`config.mk`:
```
export PLATFORM = sky130hd
export DESIGN_NAME = fp_cmp_unit
export DESIGN_NICKNAME = d
export VERILOG_FILES = /design/src/rtl/fp_cmp_unit.sv
export SDC_FILE = /design/constraint.sdc
export NUM_CORES = 1
export LEC_CHECK = 0
export ABC_AREA = 1
export BUFFER_PORTS_ARGS = -buffer_cell sky130_fd_sc_hd__buf_4
export CAP_MARGIN = 20
export CELL_PAD_IN_SITES_DETAIL_PLACEMENT = 0
export CELL_PAD_IN_SITES_GLOBAL_PLACEMENT = 1
export CORE_MARGIN = 2
export CORE_UTILIZATION = 37
export CTS_CLUSTER_SIZE = 10
export DETAILED_ROUTE_END_ITERATION = 8
export PLACE_DENSITY = 0.95
export SLEW_MARGIN = 5
export SYNTH_ARGS = -nofsm -noshare
export SYNTH_HDL_FRONTEND = slang
export SYNTH_SLANG_ARGS = --single-unit
```
`constraint.sdc`:
```
create_clock -name clk -period 4.8 [get_ports clk]
set_input_delay 0.24 -clock clk [delete_from_list [all_inputs] [get_ports clk]]
set_output_delay 0.24 -clock clk [all_outputs]
set_load 0.02 [all_outputs]
```
`src/rtl/fp_cmp_unit.sv`:
```
module fp_cmp_unit #(
  parameter int NUM_CC = 8,
  localparam int CCW = $clog2(NUM_CC)
) (
  input  logic              clk,
  input  logic              rst_n,
  input  logic              valid_in,
  input  logic [1:0]        fmt_in,
  input  logic [3:0]        pred_in,
  input  logic              abs_in,
  input  logic [CCW-1:0]    cc_sel_in,
  input  logic [63:0]       opa_in,
  input  logic [63:0]       opb_in,
  output logic [NUM_CC-1:0] cc_o,
  output logic              invalid_o,
  output logic              done_o
);

  localparam logic [1:0] FMT_SGL  = 2'd0;
  localparam logic [1:0] FMT_DBL  = 2'd1;
  localparam logic [1:0] FMT_PAIR = 2'd2;
  localparam logic [1:0] FMT_NONE = 2'd3;

  // returns {result, invalid} for one lane
  function automatic logic [1:0] lane_eval(input logic [63:0] a, input logic [63:0] b,
                                           input logic dbl, input logic [3:0] p);
    logic        sa, sb, na, nb, qa, qb, unord, eqv, ltv, rel;
    logic [62:0] ma, mb;
    if (dbl) begin
      sa = a[63];  sb = b[63];
      ma = a[62:0]; mb = b[62:0];
      na = (&a[62:52]) && (|a[51:0]);
      nb = (&b[62:52]) && (|b[51:0]);
      qa = a[51];  qb = b[51];
    end else begin
      sa = a[31];  sb = b[31];
      ma = {32'd0, a[30:0]}; mb = {32'd0, b[30:0]};
      na = (&a[30:23]) && (|a[22:0]);
      nb = (&b[30:23]) && (|b[22:0]);
      qa = a[22];  qb = b[22];
    end
    unord = na | nb;
    eqv   = ((ma == mb) && (sa == sb)) || ((ma == '0) && (mb == '0));
    if ((ma == '0) && (mb == '0)) ltv = 1'b0;
    else if (sa != sb)            ltv = sa;
    else if (!sa)                 ltv = ma < mb;
    else                          ltv = ma > mb;
    case (p[2:1])
      2'd0:    rel = 1'b0;
      2'd1:    rel = eqv;
      2'd2:    rel = ltv;
      default: rel = ltv | eqv;
    endcase
    lane_eval[1] = unord ? p[0] : rel;
    lane_eval[0] = (na & ~qa) | (nb & ~qb) | (p[3] & unord);
  endfunction

  logic [63:0]       sign_clr, a_m, b_m;
  logic [1:0]        lane_lo, lane_hi;
  logic [CCW-1:0]    cc_hi_idx;
  logic              do_write;
  logic [NUM_CC-1:0] cc_nxt, cc_q;
  logic              inv_q, done_q;

  assign sign_clr  = (fmt_in == FMT_DBL) ? 64'h7FFF_FFFF_FFFF_FFFF : 64'h7FFF_FFFF_7FFF_FFFF;
  assign a_m       = abs_in ? (opa_in & sign_clr) : opa_in;
  assign b_m       = abs_in ? (opb_in & sign_clr) : opb_in;
  assign lane_lo   = lane_eval(a_m, b_m, fmt_in == FMT_DBL, pred_in);
  assign lane_hi   = lane_eval({32'd0, a_m[63:32]}, {32'd0, b_m[63:32]}, 1'b0, pred_in);
  assign cc_hi_idx = cc_sel_in + CCW'(1);
  assign do_write  = valid_in && (fmt_in != FMT_NONE);

  always_comb begin
    cc_nxt = cc_q;
    if (do_write) begin
      cc_nxt[cc_sel_in] = lane_lo[1];
      if (fmt_in == FMT_PAIR) cc_nxt[cc_hi_idx] = lane_hi[1];
    end
  end

  always_ff @(posedge clk) begin
    if (!rst_n) begin
      cc_q   <= '0;
      inv_q  <= 1'b0;
      done_q <= 1'b0;
    end else begin
      cc_q   <= cc_nxt;
      inv_q  <= do_write && (lane_lo[0] || ((fmt_in == FMT_PAIR) && lane_hi[0]));
      done_q <= valid_in;
    end
  end

  assign cc_o      = cc_q;
  assign invalid_o = inv_q;
  assign done_o    = done_q;


  done_follows_chk: assert property (@(posedge clk) disable iff (!rst_n)
    valid_in |=> done_o);

  idle_hold_chk: assert property (@(posedge clk) disable iff (!rst_n)
    !valid_in |=> ($stable(cc_o) && !done_o && !invalid_o));

  single_bit_chk: assert property (@(posedge clk) disable iff (!rst_n)
    (valid_in && fmt_in != FMT_PAIR) |=> ($countones(cc_o ^ $past(cc_o)) <= 1));

  reserved_fmt_chk: assert property (@(posedge clk) disable iff (!rst_n)
    (valid_in && fmt_in == FMT_NONE) |=> ($stable(cc_o) && !invalid_o));

  invalid_with_done_chk: assert property (@(posedge clk) disable iff (!rst_n)
    invalid_o |-> done_o);

endmodule

```
=== Word level (Yosys, flattened, before mapping) ===
Index checks and enable logic that the tools add are counted.

* Bitwise operators: 20
* $lt $le $gt $ge: 8
* Muxes and demuxes: 28
* Reduce and logical (&&, ||, !) cells: 35
* Add/subtract/negate cells: 1
* Equality and inequality tests: 11

{| class="wikitable"
|+ Operator list
! kind !! number
|-
| logical NOT 63 bit || 4
|-
| AND 64 x 63 -> 64 bit || 2
|-
| 2-to-1 mux 64 bit || 2
|-
| 2-to-1 mux 63 bit || 2
|-
| OR reduction 52 bit || 2
|-
| OR reduction 23 bit || 4
|-
| equality test 63 bit || 1
|-
| greater-than comparator 63 bit || 1
|-
| less-than comparator 63 bit || 1
|-
| 2-to-1 mux 32 bit || 1
|-
| AND reduction 8 bit || 4
|-
| equality test 31 bit || 1
|-
| greater-than comparator 31 bit || 1
|-
| less-than comparator 31 bit || 1
|-
| AND reduction 11 bit || 2
|-
| bitwise mux 8 bit || 2
|-
| 2-to-1 mux 1 bit || 16
|-
| logical AND 1 bit || 15
|-
| less-than comparator 3 x 4 -> 1 bit, second input constant || 2
|-
| 2-to-1 mux 8 bit || 1
|-
| OR 1 bit || 8
|-
| AND 1 bit || 6
|-
| demux 1 bit (select 3 bit) || 2
|-
| >= comparator 3 x 1 -> 1 bit, second input constant || 2
|-
| other kinds (10) || 20
|}

* Bits of input ports: 141
* Logic and storage cells: 106
* Bits in registers: 10
* Output and inout port bits: 10

=== Depth between registers and ports, before layout ===
* Depth after elaboration: 15
* Gate-level depth with buffers: 25
* Gate-level depth less buffers: 23

=== Least setup slack after synthesis ===
No wires, ideal clock.

* Path type: input to register
* Start point: input port fmt_in[0]
* End point: register cc_q[1] (netlist: cc_o[1])
* Data arrival time: 2687 ps
* Library setup time: 72 ps
* Stages: 23
* Setup slack: 2041 ps
* Path through: inv_2 > nor2_4 > buf_6 > clkbuf_1 > clkbuf_1 > nand2_1 > ha_1 > nand2_1 > nor2_1 > nand4_1 > nor2_1 > nand2_1 > nor2_1 > nand2_1 > nand2_1 > nand2_1 > nand2_1 > nand2_1 > nand2_4 > nand3_1 > nand2_1 > nand3_1 > a21oi_1

* Cells in the longest elaborated chain, start to end: 15

{| class="wikitable"
|+ RTL lines
! item !! RTL line !! text
|-
| from (decl) || 8 || <nowiki>input logic [1:0] fmt_in,</nowiki>
|-
| equality test 2 x 1 -> 1 bit || 65, 68 ||
|-
| 2-to-1 mux 32 bit || 65 || <nowiki>assign sign_clr = (fmt_in == FMT_DBL) ? 64'h7FFF_FFFF_FFFF_FFFF : 64'h7FFF_FFFF_7FFF_FFFF;</nowiki>
|-
| AND 64 x 63 -> 64 bit, on equally long branches || 66, 67 ||
|-
| 2-to-1 mux 64 bit, on equally long branches || 66, 67 ||
|-
| 2-to-1 mux 63 bit || 29 || <nowiki>if (dbl) begin</nowiki>
|-
| less-than comparator 63 bit / greater-than comparator 63 bit (equally long branches) || 46, 47 ||
|-
| 2-to-1 mux 1 bit || 46 || <nowiki>else if (!sa) ltv = ma < mb;</nowiki>
|-
| 2-to-1 mux 1 bit || 45 || <nowiki>else if (sa != sb) ltv = sa;</nowiki>
|-
| 2-to-1 mux 1 bit || 44 || <nowiki>if ((ma == '0) && (mb == '0)) ltv = 1'b0;</nowiki>
|-
| OR 1 bit || 52 || <nowiki>default: rel = ltv | eqv;</nowiki>
|-
| one-hot mux 1 bit (3 select lines) || 48 || <nowiki>case (p[2:1])</nowiki>
|-
| 2-to-1 mux 1 bit || 54 || <nowiki>lane_eval[1] = unord ? p[0] : rel;</nowiki>
|-
| bitwise mux 8 bit || 76 || <nowiki>cc_nxt[cc_sel_in] = lane_lo[1];</nowiki>
|-
| bitwise mux 8 bit || 77 || <nowiki>if (fmt_in == FMT_PAIR) cc_nxt[cc_hi_idx] = lane_hi[1];</nowiki>
|-
| 2-to-1 mux 8 bit || 77 ||
|-
| to (signal assigned) || 87 || <nowiki>cc_q <= cc_nxt;</nowiki>
|-
| to (decl) || 62 || <nowiki>logic [NUM_CC-1:0] cc_nxt, cc_q;</nowiki>
|}

Parallel ways exist; a longest one is shown, timed or not.
A chain may end at the register's enable or synchronous reset.

=== Worst setup path in the final report ===
* Start point: input port fmt_in[1]
* End point: register cc_q[0] (netlist: cc_o[0])

Same word-level chain as after synthesis.

==> flow_metrics.env <==
export IMPL_result_of_the_run="finished clean"
export IMPL_die_x_um=115.9
export IMPL_finalPower_w=0.0007002
export IMPL_h_tree_depth=1
export IMPL_ys_seq_area_share_pct=4.317
export IMPL_drc_errors=0
export IMPL_ratio_of_cells_with_drive_above_1_in_the_final_layout_pct=16.27
export IMPL_cp_data_required_time_ns=4.96
export IMPL_drtPass1Iterations=4
export IMPL_postRouteAntennaNets=0
export IMPL_grt_antenna_before_repair=0
export IMPL_start_util_pct=38.29
export IMPL_place_detailed_hpwl_mm=13.33
export IMPL_critical_path_arrival_ns=3.29
export IMPL_grt_usage_pct=22.11
export IMPL_root_buffer_master="clkbuf_16"
export IMPL_top_cell_family_by_delay_on_the_critical_path="simple AND/OR/NAND/NOR gates"
export IMPL_worst_path_most_repeated_cell="nand2_1"
export IMPL_routed_wl_mm=15.09
export IMPL_achievable_frequency_mhz=320.0
export IMPL_detail_route_vias_per_cell=4.826
export IMPL_post_cts_resize_count=0
export IMPL_crit_path_top_delay_cell="nor2_4"
export IMPL_cap_violations=0
export IMPL_setup_violations_final=0
export IMPL_cp_cell_sequence="buf_4 -> nor2_4 -> inv_2 -> nor2_1 -> inv_1 -> ha_1 -> nand2_1 -> nor2_1 -> nand3_1 -> nor2_1 -> nand2_1 -> nor2_1 -> nand2_1 -> nand2_1 -> nand2_1 -> nand2_1 -> nand2_1 -> nand2_4 -> nand3_1 -> nand2_1 -> nand3_1 -> a21oi_1"
export IMPL_final_min_clock_period_ns=3.125
export IMPL_place_gp_congestion=0.8997
export IMPL_cts_buffers_inserted=3
export IMPL_cp_num_buf_inv=3
export IMPL_syn_area_per_cell_um2=5.386
export IMPL_grt_max_degree=33
export IMPL_die_y_um=115.9
export IMPL_global_route_wire_length_before_repair_mm=24.36
export IMPL_layout_worst_path_cycle_share_pct=65.11
export IMPL_yosysWarningCount=0
export IMPL_ctsHoldBuffers=0
export IMPL_tritoncts="done"
export IMPL_syn_nets=1097
export IMPL_fp_row_count=40
export IMPL_endpoint_kind="flip-flop"
export IMPL_port_buffers=150
export IMPL_grt_remaining_overflow=0
export IMPL_syn_area_um2=4637
export IMPL_yosys_top_cells_area="ha_1 (26%), nand2_1 (19%), inv_1 (13%)"
export IMPL_detailedRoute_firstIterationViolations=317
export IMPL_cts_setup_buffers=0
export IMPL_least_margin_pin_slew_ns=0.7918
export IMPL_wire_per_inst_um=12.83
export IMPL_core_area_um2=12110
export IMPL_clock_latency_ns=0.24
export IMPL_synth_distinct_cells=32
export IMPL_rsz0062_at_grt="false"
export IMPL_num_nets_final=1245
export IMPL_power_density_nw_per_um2=116.4
export IMPL_num_vias=5675
export IMPL_ioPinCount=151
export IMPL_insertedDiodeCount=0
export IMPL_finalMaxSlewViolations=0
export IMPL_die_area_um2=13440
export IMPL_vdd_ir_drop_max_mv=0.09818
export IMPL_fillers=1382
export IMPL_area_delta_synth_final_pct=29.76
export IMPL_clock_sinks=10
export IMPL_synth_area_leader_cell="ha_1"
export IMPL_hold_class="in2reg"
export IMPL_largest_clock_skew_in_the_final_design_ns=0
export IMPL_grt_pass1_vias=5355
export IMPL_number_of_buffers_on_the_longest_clock_path=2
export IMPL_criticalPathCategory="in2reg"
export IMPL_slew_headroom_pct=46.86
export IMPL_p_leak_nw=3.408
export IMPL_tns_ns=0
export IMPL_critical_path_max_stage_delay_ns=0.56
export IMPL_crit_path_start_kind="primary input"
export IMPL_clk_pin_slew_worst_paths_ns=0.04
export IMPL_critPathMaxFanout=32
export IMPL_synth_cells=861
export IMPL_synth_top_cell_area_share_pct=25.63
export IMPL_hold_viol_final=0
export IMPL_yosys_register_bits=10
-- placed cells by master (no fill, tap or decap), types with 2 or more instances in the layout --
master     netlist  layout
a21oi_2          3       3
dfxtp_1         10      10
o21ai_1         10      10
a21o_1           4       4
nor4_1           8       8
clkbuf_16        0       3
nand3_1         56      56
nand2_1        233     233
buf_4            0     151
a21oi_1         59      59
o21ai_0         13      13
inv_2            2       2
ha_1            95      95
nor2_1         133     133
inv_1          158     158
nor3_1          20      20
nand4_1         34      34
-- worst min-delay path, cell delays in order --
cell and delay [ns]:
buf_4 0.08, nand2_1 0.04, inv_1 0.04
-- per-stage QoR --
step                cells  setup WS [ns]  hold slack (ns)  util, %  cell area, µm²
global route         1176          1.305           0.2039    49.68            6017
detailed placement   1172          1.459           0.4395    48.95            5928
finish               1176          1.675           0.1976    49.68            6017
CTS                  1176          1.686           0.1944    49.68            6017
global placement     1172          1.532           0.4426    48.95            5928
floorplan             861          2.041           0.3335        -            4637
-- power by group --
| part | leakage (nW) | switching [W] | internal, W |
|---|---|---|---|
| clock network | 0.0442 | 0.0000402 | 0.000125 |
| logic | 3.28 | 0.000257 | 0.000191 |
| registers | 0.0810 | 0.00000164 | 0.0000858 |
-- flip-flops by register name, indices dropped and copies added (netlist names) --
name	count
invalid_o	1
cc_o	8
done_o	1
-- area by class of cell --
type | count | area, µm² | area share, %
clock buffer | 4 | 88.84 | 1.476
inverter | 161 | 604.3 | 10.04
multi-input combinational | 682 | 3780 | 62.82
sequential | 10 | 200.2 | 3.327
tap | 168 | 210.2 | 3.493
timing repair buffer | 151 | 1134 | 18.84
-- routing by layer --
layer	global-route usage, %	vias up	part of all wire [%]
met3	2.144	16	5.9
met5	0	-	0
met4	3.730	0	1.4
met1	29.80	2410	48
li1	-	3082	-
met2	38.79	167	45
-- logic make-up (layout without fill, tap and decap cells) --
group                    Yosys count  count (layout)  share of synthesized area (%)
flip-flops                        10              10                          4.317
adder cells (fa/ha/maj)           95              95                          25.63
AO/OA/AOI/OAI                     95              95                          11.04
buffers and inverters            169             316                          14.17
AND/OR/NAND/NOR                  491             491                          44.66
XOR/XNOR                           1               1                         0.1889
-- cells in the mapped netlist (all sizes together) --
cell / number
a211oi: 1
a21boi: 1
a21o: 4
a21oi: 62
a31oi: 1
and3: 1
buf: 3
clkbuf: 5
clkinv: 1
dfxtp: 10
ha: 95
inv: 160
nand2: 234
nand3: 56
nand4: 34
nor2: 135
nor3: 20
nor4: 8
o211ai: 1
o21a: 1
o21ai: 23
o221ai: 1
or2: 2
or3: 1
xnor2: 1
-- path summary, 6_finish.rpt --
check | from | slack [ns] | cells past startpoint | end
setup / recovery | fmt_in[1] | 1.67 | 22 | cc_o[0]
hold / removal | rst_n | 0.20 | 3 | done_o
setup reg to reg | cc_o[3] | 4.03 | 4 | cc_o[3]
hold reg to reg | cc_o[4] | 0.48 | 2 | cc_o[4]
(Power assumes the default switching activity.)
